===== config.mk =====
export PLATFORM = sky130hd
export DESIGN_NAME = clkfreq_eval
export DESIGN_NICKNAME = d
export VERILOG_FILES = /design/src/rtl/clkfreq_pkg.sv /design/src/rtl/clkfreq_src.sv /design/src/rtl/clkfreq_div.sv /design/src/rtl/clkfreq_eval.sv
export SDC_FILE = /design/constraint.sdc
export NUM_CORES = 1
export LEC_CHECK = 0
export BUFFER_PORTS_ARGS = -buffer_cell sky130_fd_sc_hd__buf_2
export CELL_PAD_IN_SITES_DETAIL_PLACEMENT = 1
export CELL_PAD_IN_SITES_GLOBAL_PLACEMENT = 1
export CORE_AREA = 2 2 143 145
export CTS_BUF_LIST = sky130_fd_sc_hd__clkbuf_8
export DETAILED_ROUTE_END_ITERATION = 12
export DIE_AREA = 0 0 145 147
export PLACE_DENSITY_LB_ADDON = 0.1
export RECOVER_POWER = 50
export SLEW_MARGIN = 5
export SYNTH_ARGS = -nofsm -noshare
export SYNTH_HDL_FRONTEND = slang
export SYNTH_SLANG_ARGS = --single-unit
export TNS_END_PERCENT = 30

===== constraint.sdc =====
create_clock -name clk_i -period 7.96 [get_ports clk_i]
set_clock_uncertainty 0.05 [all_clocks]
set_input_delay 0.398 -clock clk_i [delete_from_list [all_inputs] [get_ports clk_i]]
set_output_delay 0.398 -clock clk_i [all_outputs]
set_load 0.02 [all_outputs]

===== src/rtl/clkfreq_pkg.sv =====
package clkfreq_pkg;
  localparam int unsigned OSC_HZ   = 24_000_000;
  localparam int unsigned LOWF_HZ  = 32_768;
  localparam int unsigned USB_MUL  = 20;
  localparam int unsigned SYS_MULH = 22;
  localparam int unsigned SYS_MULL = 20;
  localparam int unsigned PFD_NUM  = 18;
  localparam int unsigned XTAL_DIV = 8;

  localparam int ACC_W      = 64;
  localparam int RES_W      = 32;
  localparam int ID_W       = 3;
  localparam int FRAC_W     = 6;
  localparam int SEL_W      = 2;
  localparam int ALT_PODF_W = 3;
  localparam int BUS_PODF_W = 3;
  localparam int IPG_PODF_W = 2;
  localparam int PER_PODF_W = 6;
  localparam int DVS_W      = 8;

  typedef enum logic [ID_W-1:0] {
    CID_NONE   = 3'd0,
    CID_IPG    = 3'd1,
    CID_PERIPH = 3'd2,
    CID_LOWF   = 3'd3,
    CID_XTAL   = 3'd4,
    CID_XTAL8  = 3'd5
  } clk_id_e;

  typedef struct packed {
    logic [ID_W-1:0]       id;
    logic                  mul22;
    logic [FRAC_W-1:0]     pfd0_frac;
    logic [FRAC_W-1:0]     pfd2_frac;
    logic [SEL_W-1:0]      pre_sel;
    logic [SEL_W-1:0]      alt_sel;
    logic [ALT_PODF_W-1:0] alt_podf;
    logic                  root_sel;
    logic [BUS_PODF_W-1:0] bus_podf;
    logic [IPG_PODF_W-1:0] ipg_podf;
    logic                  per_sel;
    logic [PER_PODF_W-1:0] per_podf;
  } cfg_t;

  typedef enum logic [2:0] {
    ST_IDLE, ST_PFD, ST_HALF, ST_ALT, ST_BUS, ST_IPG, ST_PER, ST_DONE
  } step_e;
endpackage


===== src/rtl/clkfreq_src.sv =====
module clkfreq_src
  import clkfreq_pkg::*;
#(
  parameter int W = ACC_W
) (
  input  cfg_t              cfg_i,
  output logic [W-1:0]      pll_sys_o,
  output logic [W-1:0]      alt_base_o,
  output logic [W-1:0]      pfd_scaled_o,
  output logic [FRAC_W-1:0] pfd_frac_o,
  output logic              pfd_frac_zero_o
);
  logic [W-1:0] osc_w;
  logic [W-1:0] pll_usb_w;

  always_comb begin
    osc_w        = W'(OSC_HZ);
    pll_usb_w    = osc_w * W'(USB_MUL);
    pll_sys_o    = osc_w * (cfg_i.mul22 ? W'(SYS_MULH) : W'(SYS_MULL));
    pfd_scaled_o = pll_sys_o * W'(PFD_NUM);
    // code 2 uses divider 0; codes 1 and 3 use divider 2
    pfd_frac_o      = (cfg_i.pre_sel == 2'd2) ? cfg_i.pfd0_frac : cfg_i.pfd2_frac;
    pfd_frac_zero_o = (pfd_frac_o == '0);
    unique case (cfg_i.alt_sel)
      2'd0:    alt_base_o = pll_usb_w;
      2'd1:    alt_base_o = osc_w;
      default: alt_base_o = '0;  // bypass source and reserved code read as 0 Hz
    endcase
  end
endmodule


===== src/rtl/clkfreq_div.sv =====
module clkfreq_div #(
  parameter int DVD_W = 64,
  parameter int DVS_W = 8
) (
  input  logic             clk_i,
  input  logic             rst_ni,
  input  logic             start_i,
  input  logic [DVD_W-1:0] dividend_i,
  input  logic [DVS_W-1:0] divisor_i,
  output logic             busy_o,
  output logic             done_o,
  output logic [DVD_W-1:0] quot_o
);
  localparam int CNT_W = $clog2(DVD_W + 1);

  logic [DVD_W-1:0] quo_q, quo_d;
  logic [DVS_W-1:0] rem_q, rem_d;
  logic [DVS_W-1:0] dvs_q, dvs_d;
  logic [CNT_W-1:0] cnt_q, cnt_d;
  logic             busy_q, busy_d;
  logic             done_q, done_d;
  logic [DVS_W:0]   trial;
  logic             fits;

  always_comb begin
    trial  = {rem_q, quo_q[DVD_W-1]};
    fits   = (trial >= {1'b0, dvs_q});
    quo_d  = quo_q;
    rem_d  = rem_q;
    dvs_d  = dvs_q;
    cnt_d  = cnt_q;
    busy_d = busy_q;
    done_d = 1'b0;
    if (start_i && !busy_q) begin
      quo_d  = dividend_i;
      rem_d  = '0;
      dvs_d  = divisor_i;
      cnt_d  = CNT_W'(DVD_W);
      busy_d = 1'b1;
    end else if (busy_q) begin
      rem_d = fits ? DVS_W'(trial - {1'b0, dvs_q}) : trial[DVS_W-1:0];
      quo_d = {quo_q[DVD_W-2:0], fits};
      cnt_d = cnt_q - 1'b1;
      if (cnt_q == CNT_W'(1)) begin
        busy_d = 1'b0;
        done_d = 1'b1;
      end
    end
  end

  always_ff @(posedge clk_i or negedge rst_ni) begin
    if (!rst_ni) begin
      quo_q  <= '0;
      rem_q  <= '0;
      dvs_q  <= '0;
      cnt_q  <= '0;
      busy_q <= 1'b0;
      done_q <= 1'b0;
    end else begin
      quo_q  <= quo_d;
      rem_q  <= rem_d;
      dvs_q  <= dvs_d;
      cnt_q  <= cnt_d;
      busy_q <= busy_d;
      done_q <= done_d;
    end
  end

  assign busy_o = busy_q;
  assign done_o = done_q;
  assign quot_o = quo_q;


  nonzero_div_chk: assert property (@(posedge clk_i) disable iff (!rst_ni)
    (start_i && !busy_q) |-> (divisor_i != '0));

  rem_range_chk: assert property (@(posedge clk_i) disable iff (!rst_ni)
    done_q |-> (rem_q < dvs_q));

  div_once_chk: assert property (@(posedge clk_i) disable iff (!rst_ni)
    done_q |=> !done_q);
endmodule


===== src/rtl/clkfreq_eval.sv =====
module clkfreq_eval
  import clkfreq_pkg::*;
(
  input  logic                  clk_i,
  input  logic                  rst_ni,
  input  logic                  req_i,
  input  logic [ID_W-1:0]       clk_id_i,
  input  logic                  sys_mul22_i,
  input  logic [FRAC_W-1:0]     pfd0_frac_i,
  input  logic [FRAC_W-1:0]     pfd2_frac_i,
  input  logic [SEL_W-1:0]      pre_sel_i,
  input  logic [SEL_W-1:0]      alt_sel_i,
  input  logic [ALT_PODF_W-1:0] alt_podf_i,
  input  logic                  root_sel_i,
  input  logic [BUS_PODF_W-1:0] bus_podf_i,
  input  logic [IPG_PODF_W-1:0] ipg_podf_i,
  input  logic                  per_sel_i,
  input  logic [PER_PODF_W-1:0] per_podf_i,
  output logic                  busy_o,
  output logic                  done_o,
  output logic                  err_o,
  output logic [RES_W-1:0]      freq_o
);
  // reset: asserted asynchronously, released through two flops
  logic [1:0] rst_pipe_q;
  logic       rst_n;

  always_ff @(posedge clk_i or negedge rst_ni) begin
    if (!rst_ni) rst_pipe_q <= 2'b00;
    else         rst_pipe_q <= {rst_pipe_q[0], 1'b1};
  end
  assign rst_n = rst_pipe_q[1];

  cfg_t             cfg_in, cfg_q, cfg_sel;
  step_e            state_q, state_d;
  logic [ACC_W-1:0] acc_q, acc_d;
  logic             err_q, err_d;
  logic             launched_q, launched_d;
  logic             accept;
  logic             div_start, div_busy, div_done;
  logic [DVS_W-1:0] divisor;
  logic [ACC_W-1:0] div_quot;
  logic [ACC_W-1:0] pll_sys, alt_base, pfd_scaled;
  logic [FRAC_W-1:0] pfd_frac;
  logic             pfd_frac_zero;
  step_e            step_after;

  always_comb begin
    cfg_in = '{id: clk_id_i, mul22: sys_mul22_i, pfd0_frac: pfd0_frac_i,
               pfd2_frac: pfd2_frac_i, pre_sel: pre_sel_i, alt_sel: alt_sel_i,
               alt_podf: alt_podf_i, root_sel: root_sel_i, bus_podf: bus_podf_i,
               ipg_podf: ipg_podf_i, per_sel: per_sel_i, per_podf: per_podf_i};
  end

  assign accept  = (state_q == ST_IDLE) && req_i;
  assign cfg_sel = accept ? cfg_in : cfg_q;

  clkfreq_src #(.W(ACC_W)) src_i (
    .cfg_i           (cfg_sel),
    .pll_sys_o       (pll_sys),
    .alt_base_o      (alt_base),
    .pfd_scaled_o    (pfd_scaled),
    .pfd_frac_o      (pfd_frac),
    .pfd_frac_zero_o (pfd_frac_zero)
  );

  clkfreq_div #(.DVD_W(ACC_W), .DVS_W(DVS_W)) div_i (
    .clk_i      (clk_i),
    .rst_ni     (rst_n),
    .start_i    (div_start),
    .dividend_i (acc_q),
    .divisor_i  (divisor),
    .busy_o     (div_busy),
    .done_o     (div_done),
    .quot_o     (div_quot)
  );

  // divisor and successor step of each division step
  always_comb begin
    divisor    = DVS_W'(1);
    step_after = ST_DONE;
    unique case (state_q)
      ST_PFD: begin
        divisor    = DVS_W'(pfd_frac);
        step_after = (cfg_q.pre_sel == 2'd3) ? ST_HALF : ST_BUS;
      end
      ST_HALF: begin
        divisor    = DVS_W'(2);
        step_after = ST_BUS;
      end
      ST_ALT: begin
        divisor    = DVS_W'(cfg_q.alt_podf) + DVS_W'(1);
        step_after = ST_BUS;
      end
      ST_BUS: begin
        divisor    = DVS_W'(cfg_q.bus_podf) + DVS_W'(1);
        step_after = ST_IPG;
      end
      ST_IPG: begin
        divisor    = DVS_W'(cfg_q.ipg_podf) + DVS_W'(1);
        step_after = (cfg_q.id == CID_PERIPH) ? ST_PER : ST_DONE;
      end
      ST_PER: begin
        divisor    = DVS_W'(cfg_q.per_podf) + DVS_W'(1);
        step_after = ST_DONE;
      end
      default: ;
    endcase
  end

  // next-state logic
  always_comb begin
    state_d    = state_q;
    acc_d      = acc_q;
    err_d      = err_q;
    launched_d = launched_q;
    div_start  = 1'b0;
    unique case (state_q)
      ST_IDLE: begin
        if (req_i) begin
          err_d      = 1'b0;
          launched_d = 1'b0;
          state_d    = ST_DONE;
          unique case (cfg_in.id)
            CID_NONE:  acc_d = '0;
            CID_LOWF:  acc_d = ACC_W'(LOWF_HZ);
            CID_XTAL:  acc_d = ACC_W'(OSC_HZ);
            CID_XTAL8: acc_d = ACC_W'(OSC_HZ / XTAL_DIV);
            CID_IPG, CID_PERIPH: begin
              if (cfg_in.id == CID_PERIPH && cfg_in.per_sel) begin
                acc_d   = ACC_W'(OSC_HZ);
                state_d = ST_PER;
              end else if (cfg_in.root_sel) begin
                acc_d   = alt_base;
                state_d = ST_ALT;
              end else if (cfg_in.pre_sel == 2'd0) begin
                acc_d   = pll_sys;
                state_d = ST_BUS;
              end else if (pfd_frac_zero) begin
                acc_d = '0;
                err_d = 1'b1;
              end else begin
                acc_d   = pfd_scaled;
                state_d = ST_PFD;
              end
            end
            default: begin
              acc_d = '0;
              err_d = 1'b1;
            end
          endcase
        end
      end
      ST_DONE: state_d = ST_IDLE;
      default: begin
        if (!launched_q && !div_busy) begin
          div_start  = 1'b1;
          launched_d = 1'b1;
        end else if (div_done) begin
          acc_d      = div_quot;
          launched_d = 1'b0;
          state_d    = step_after;
        end
      end
    endcase
  end

  always_ff @(posedge clk_i or negedge rst_n) begin
    if (!rst_n) begin
      state_q    <= ST_IDLE;
      acc_q      <= '0;
      err_q      <= 1'b0;
      launched_q <= 1'b0;
      cfg_q      <= '0;
    end else begin
      state_q    <= state_d;
      acc_q      <= acc_d;
      err_q      <= err_d;
      launched_q <= launched_d;
      if (accept) cfg_q <= cfg_in;
    end
  end

  assign busy_o = (state_q != ST_IDLE);
  assign done_o = (state_q == ST_DONE);
  assign err_o  = err_q;
  assign freq_o = acc_q[RES_W-1:0];


  done_pulse_chk: assert property (@(posedge clk_i) disable iff (!rst_n)
    done_o |=> !done_o);

  bad_id_chk: assert property (@(posedge clk_i) disable iff (!rst_n)
    (!busy_o && req_i && clk_id_i > ID_W'(5)) |=> (done_o && err_o && freq_o == '0));

  frac_zero_chk: assert property (@(posedge clk_i) disable iff (!rst_n)
    (!busy_o && req_i && clk_id_i == ID_W'(1) && !root_sel_i && pre_sel_i != 2'd0 &&
     ((pre_sel_i == 2'd2) ? (pfd0_frac_i == '0) : (pfd2_frac_i == '0)))
    |=> (done_o && err_o && freq_o == '0));

  hold_chk: assert property (@(posedge clk_i) disable iff (!rst_n)
    (!busy_o && !req_i) |=> ($stable(freq_o) && $stable(err_o)));

  const_id_chk: assert property (@(posedge clk_i) disable iff (!rst_n)
    (!busy_o && req_i && clk_id_i == ID_W'(4)) |=> (done_o && freq_o == RES_W'(OSC_HZ)));
endmodule


# Yosys cells after proc, flatten, opt, wreduce, memory -nomap -nowiden
# Index checks and enable logic that the tools add are counted.
[word_totals]
word_cells = 127
ff_bits = 196
in_bits = 39
[classes]
bitwise_logic = 1
n_reduce_logical = 24
mux = 50
n_addsub = 6
multipliers = 2
n_eq_ne = 20
n_lt_le_gt_ge = 1
[ops]
columns = ["op", "count"]
rows = [
  ["64-bit two-way mux", 9],
  ["64-bit case mux with 4 select lines", 1],
  ["64-bit case mux with 2 select lines", 1],
  ["16-bit by 64-bit multiplier with 55-bit output, first input constant", 1],
  ["29-bit case mux with 2 select lines", 1],
  ["55-bit by 4-bit multiplier with 54-bit output, second input constant", 1],
  ["7-bit case mux with 6 select lines", 1],
  ["33-bit two-way mux", 1],
  ["3-bit two-way mux", 9],
  ["8-bit two-way mux", 3],
  ["3-bit equality test, second input constant", 6],
  ["1-bit two-way mux", 16],
  ["3-bit by 2-bit equality test with 1-bit output, second input constant", 5],
  ["7-bit two-way mux", 2],
  ["3-bit case mux with 4 select lines", 1],
  ["9-bit by 8-bit greater-or-equal comparator with 1-bit output", 1],
  ["3-bit nonzero test", 3],
  ["3-bit by 1-bit adder with 4-bit output, second input constant", 2],
  ["8-bit subtractor", 1],
  ["6-bit by 1-bit adder with 7-bit output, second input constant", 1],
  ["7-bit by 1-bit equality test with 1-bit output, second input constant", 1],
  ["7-bit by 1-bit subtractor with 7-bit output, second input constant", 1],
  ["3-bit by 1-bit equality test with 1-bit output, second input constant", 2],
  ["3-bit zero test", 2],
  ["other kinds (20)", 32],
]

# Depth between registers and ports, before layout
[depth]
word_depth = 13
ltp_mapped = 10

# Hierarchy
# A second synthesis with hierarchy kept.
[unflattened]
hier_cells = 1400
hier_area_um2 = 12862.3
[modules_own_cells]
columns = ["mod", "cells_each", "n_inst", "area_per_inst_um2"]
rows = [
  ["clkfreq_eval", 759, 1, 6932.9],
  ["clkfreq_div", 434, 1, 4371.7],
  ["clkfreq_src", 207, 1, 1557.7],
]

# Least setup slack after synthesis
# OpenSTA, ideal clock, no wires.
[synth_path]
path_kind = "flip-flop to flip-flop"
startpoint = "register state_q[2]"
endpoint = "register div_i.dvs_q[1]"
arrival_time_ns = 2.379
stages_incl_launch_ff = 10
required_ns = 7.777
slack_ns = 5.399
period_less_slack_ns = 2.561
n_path_buf = 1
path_cell_list = "dfrtp_1 -> clkbuf_1 -> nor3b_1 -> mux2_2 -> ha_1 -> mux2_2 -> a21oi_1 -> a21oi_1 -> a211oi_1 -> a21oi_1"
[synth_via]
elab_chain_cells = 6
elab_cells_between_ends = 16
classes_between = "8 x eq/ne; 4 x mux; 4 x reduce/logical"
[synth_lines]
columns = ["item", "line", "rtl"]
rows = [
  ["from (decl)", "clkfreq_eval.sv:35", "step_e state_q, state_d;"],
  ["from (signal assigned)", "clkfreq_eval.sv:176", "state_q <= state_d;"],
  ["3-bit zero test", "clkfreq_eval.sv:55, clkfreq_eval.sv:118", ""],
  ["1-bit logical AND", "clkfreq_eval.sv:55", "assign accept = (state_q == ST_IDLE) && req_i;"],
  ["33-bit two-way mux", "n/a", ""],
  ["2-bit equality test", "clkfreq_src.sv:22", "pfd_frac_o = (cfg_i.pre_sel == 2'd2) ? cfg_i.pfd0_frac : cfg_i.pfd2_frac;"],
  ["6-bit two-way mux", "clkfreq_src.sv:22", ""],
  ["7-bit case mux with 6 select lines", "clkfreq_eval.sv:82", "unique case (state_q)"],
  ["to (signal assigned)", "clkfreq_div.sv:62", "dvs_q <= dvs_d;"],
  ["to (decl)", "clkfreq_div.sv:18", "logic [DVS_W-1:0] dvs_q, dvs_d;"],
]
# Several ways; a longest one is shown, not always the timed one.
# A chain may end at the register's enable or synchronous reset.

# Worst setup path in the final report
[layout_path]
startpoint = "register state_q[0]"
endpoint = "register acc_q[11]"
[layout_via]
elab_chain_cells = 13
elab_cells_between_ends = 25
classes_between = "2 x mul; 5 x eq/ne; 11 x mux; 1 x bitwise; 6 x reduce/logical"
[layout_lines]
columns = ["item", "line", "rtl"]
rows = [
  ["3-bit zero test", "clkfreq_eval.sv:55, clkfreq_eval.sv:118", ""],
  ["1-bit logical AND", "clkfreq_eval.sv:55", ""],
  ["33-bit two-way mux", "n/a", ""],
  ["2-bit two-way mux / 2-bit equality test (equally long branches)", "clkfreq_src.sv:19, clkfreq_src.sv:22", ""],
  ["16-bit by 64-bit multiplier with 55-bit output / 6-bit two-way mux (equally long branches)", "clkfreq_src.sv:19, clkfreq_src.sv:22", ""],
  ["55-bit by 4-bit multiplier with 54-bit output / 6-bit zero test (equally long branches)", "clkfreq_src.sv:20, clkfreq_src.sv:23", ""],
  ["64-bit two-way mux", "clkfreq_eval.sv:139", "end else if (pfd_frac_zero) begin"],
  ["64-bit two-way mux", "clkfreq_eval.sv:136", "end else if (cfg_in.pre_sel == 2'd0) begin"],
  ["64-bit two-way mux", "clkfreq_eval.sv:133", "end else if (cfg_in.root_sel) begin"],
  ["64-bit two-way mux", "clkfreq_eval.sv:130", "if (cfg_in.id == CID_PERIPH && cfg_in.per_sel) begin"],
  ["64-bit case mux with 4 select lines", "clkfreq_eval.sv:124", "unique case (cfg_in.id)"],
  ["64-bit two-way mux", "clkfreq_eval.sv:120", "if (req_i) begin"],
  ["64-bit case mux with 2 select lines", "clkfreq_eval.sv:118", "unique case (state_q)"],
  ["to (signal assigned)", "clkfreq_eval.sv:171", "acc_q <= '0;"],
  ["to (signal assigned)", "clkfreq_eval.sv:177", "acc_q <= acc_d;"],
  ["to (decl)", "clkfreq_eval.sv:36", "logic [ACC_W-1:0] acc_q, acc_d;"],
]
# Several ways; a longest one is shown, not always the timed one. The select of a mux whose other input is x is not followed.

==> results.txt <==
- Root buffer selected by CTS: clkbuf_8
* Slowest Stage Delay on Critical Path: 1.48 ns
- Dividing the detail-routed via count by the number of cells gives approximately 5.7.
- Row generation in the floorplan step produced 52 rows.
- Total track usage: 0.230
* Slowest cell on crit path: clkbuf_1
- Wire per inst: ~18 um
- Of all flip-flops after synthesis, the portion carrying an async set or reset was 1.00.
- After clock tree synthesis, the clock-pin slew on the worst setup and hold paths is 0.10 ns.
- Most area-consuming cells after synthesis: dfrtp_1 52%, nand2_1 10%, a22oi_1 5.5%, a22o_1 3.8%, buf_4 2.6%
- The detail route stage leaves a number of antenna-violating nets equal to 0.
- Count of pins over their slew limit: 116
- Placed Instance Area: just under 10000 um2
- Setup Viol. Count Final: 0
- Total area of multi-input combinational cells: 3910 um2
- The first global-routing pass estimated 39.9 mm of wire.
- DP Wirelength: 15.5 mm
- Initial antenna violation count: 0
- Clock tree from TritonCTS: yes
- Startpoint type of the worst setup path: flip-flop
- The path class of the tightest hold or removal check is input pin to flip-flop.
- Width of the die: 145 um
- The share of synthesized area in the top cell type comes to 0.519.
* Critical path endpoint category: flip-flop
* Period Utilization, post-route: 0.505
* Worst skew pair latency: between 0.4 and 0.5 ns
- Overflow after GRT: 0
- Transition time at the pin with the least slew margin: 2.98 ns
* Crit-path max FO: 41
- The worst hold path passes through 3 cells.
- The tightest hold path in the finished design has a slack of 0.0676 ns.
- Before antenna repair, the detailed router went through 4 iterations.
* Maximum number of pins on one net before global-route repair: 80
* Starting utilization of the core area: 0.469
* Yosys warning total: 0
- The count of cells in the finished layout, fillers not included, comes to 1284.
- After routing, the total negative slack on setup checks comes to 0 ns.
* Sequential-to-total area share from yosys stat: 0.519
* Maximum vdd ir drop: between 0.1 and 0.15 mV
* Sink count of the clock tree: slightly below 200
* Reg-to-Reg Start: state_q[0]
* LEAKAGE: 4.83 nW
* Count of routing violations after the opening detailed-route iteration: approximately 440
- Maximum number of buffers from clock root to sink: 2
- The worst hold path terminates at cfg_q[1].
* Vias in the first global route: slightly below 8k
- Unrepaired setup endpoints after global routing: false
- The worst hold path begins at per_podf_i[1].
- CP arrival: 4.28 ns
* Final core area utilization: 0.502
- Die Footprint: 21300 um2
* Power Density: 258 nW/um2
- Counting cells, the worst reg-to-reg path comes to 7.
* Depth of the CTS H-tree: 4
- Leading area contributor after synthesis: dfrtp_1
- Most repeated cell in the gate-level netlist after synthesis: nand2_1
- Across the run, the number of max-cap violations was 2.
- Once the clock tree was built, the setup fixing pass inserted 0 buffers.
* Final count of hold timing violations: 0
* Gate family responsible for the most delay along the worst path: buffers and inverters
- Diodes inserted: 0
- The most critical setup path has its startpoint at state_q[0].
* Synth Area per Inst: 9.39 um2
- After synthesis the netlist holds a flip-flop and latch count of 193.
- Net count after synthesis: 1043
* FF-to-FF End: acc_q[11]
* Number of fill cells: 2311
- Total clock buffers created by CTS: 17
- The number of placed instances, taps included, is 1251.
* Die Y: about 150 um
- Library cells used by synthesis: 63
* Violated checks: capacitance limit, slew limit
- Number of placed I/O pins: 74
- Total detailed-routing wirelength: roughly 24 mm
- Count of vias placed by the detailed router: 7260
* Number of nets at the end of the flow: between 1k and 1.5k
- Static timing analysis puts the maximum clock frequency at 249 MHz.
* Worst Setup Path Type: flip-flop to flip-flop
* Final Critical Period: 4.02 ns
- Ratio of cells with drive above 1 in the final layout: 0.102
- The worst pin sits at a relative slew slack of -0.989.
* Most used flip-flop cell after synthesis: dfrtp_1
- Cell Area, Synth: 9310 um2
- Area of the core: about 20000 um2
- Synth Instances: 991
- For flop-to-flop paths, the worst setup slack is 3.94 ns.
* Synthesis-to-finish area growth: 7.13%
- The run finished, with violations left.
- Count of buffer and inverter cells on the critical path: 1
- Commonest cells post-synth: 259 x nand2_1, 193 x dfrtp_1, 68 x a22oi_1
* Number of synthesized flops with an enable pin: 0
* Number of buffer cells added on primary ports: between 70 and 80
* Total non-filler cell area in the finished layout: between 9000 and 10000 um2
* Routability-driven placement congestion ratio: 0.815
* Critical-path cell list: or4b_1 -> clkbuf_1 -> nor3_1 -> o21ai_0 -> a21boi_0 -> a41oi_1 -> o31ai_1
* DRC: 0
- Registers take 4830 um2.
- At the worst endpoint, the required time is approximately 8 ns.
## worst max-delay path by stage
stage	end	slack, ns	cells after the start
after detailed placement	acc_q[11]	4.39	6
after global placement	acc_q[19]	4.47	7
after floorplan	acc_q[0]	2.13	0
final	acc_q[11]	3.94	7
after global routing	acc_q[11]	3.61	7
after CTS	acc_q[11]	4.35	6
## cells in the final DEF (no fill, tap or decap), types with 12 or more instances in the layout
cell	netlist	final
nand3_1	24	24
clkbuf_8	0	17
ha_1	12	12
buf_2	11	39
nand2_1	259	258
clkbuf_1	46	36
inv_1	20	20
a21oi_1	43	43
dfrtp_1	193	192
o21ai_0	37	37
a22o_1	40	40
a22oi_1	68	68
nor2_1	53	51
## stage by stage
step | setup slack [ns] | power, mW
floorplan | 2.13 | 1.78
global placement | 4.47 | 1.92
detailed placement | 4.39 | 1.94
CTS | 4.35 | 2.62
global route | 3.61 | 2.74
finish | 3.94 | 2.57
## per-layer routing
layer | global-route usage | up-vias | wire length, um
met5 | 0 | - | 0
met1 | 0.320 | 3694 | 11300
met3 | 0.0376 | 23 | 828
met4 | 0.0540 | 0 | 242
li1 | - | 3431 | -
met2 | 0.383 | 112 | 11200
## registers in the layout, indices dropped and copies added, names as in the netlist
name	cells
err_o	1
div_i.cnt_q	7
acc_q	64
div_i.busy_o	1
rst_pipe_q	2
launched_q	1
div_i.rem_q	8
div_i.done_o	1
cfg_q	34
state_q	3
div_i.quot_o	64
div_i.dvs_q	7
## worst reg2reg max path, delay by kind of cell, from the launching register on
family                 cells  cell delay [ns]
AOI/OAI and AO/OA          4             1.29
buffers and inverters      1             1.48
DFF                        1             0.74
and+or+nand+nor            2             0.32
## report_power, final
group          internal (mW)  switching (mW)
Combinational          0.223           0.416
Clock                  0.268           0.405
Sequential              1.11           0.147
Total                   1.61           0.968
## logic make-up after synthesis
kind of cell,after synthesis,synth area share
AOI/OAI and AO/OA,243,0.182
buffers and inverters,114,0.0620
other,1,0.000403
DFF,193,0.519
and+or+nand+nor,393,0.181
adders and majority gates,13,0.0183
muxes,18,0.0219
xor gates and xnor gates,16,0.0151
## area by class of cell
type | count | area share
Clock inverter | 15 | 0.0185
Timing Repair Buffer | 83 | 0.0394
Clock buffer | 17 | 0.0235
Tap cell | 270 | 0.0339
Multi-Input combinational cell | 684 | 0.392
Inverter | 22 | 0.00828
Sequential cell | 193 | 0.485
## repair_timing
action | CTS | global route
hold buffers | 1 | 0
setup endpoints to repair | 0 | 0
hold endpoints to repair | 2 | 0
resized for setup | 0 | 0
No activity file was read; power rests on OpenSTA's default activity.
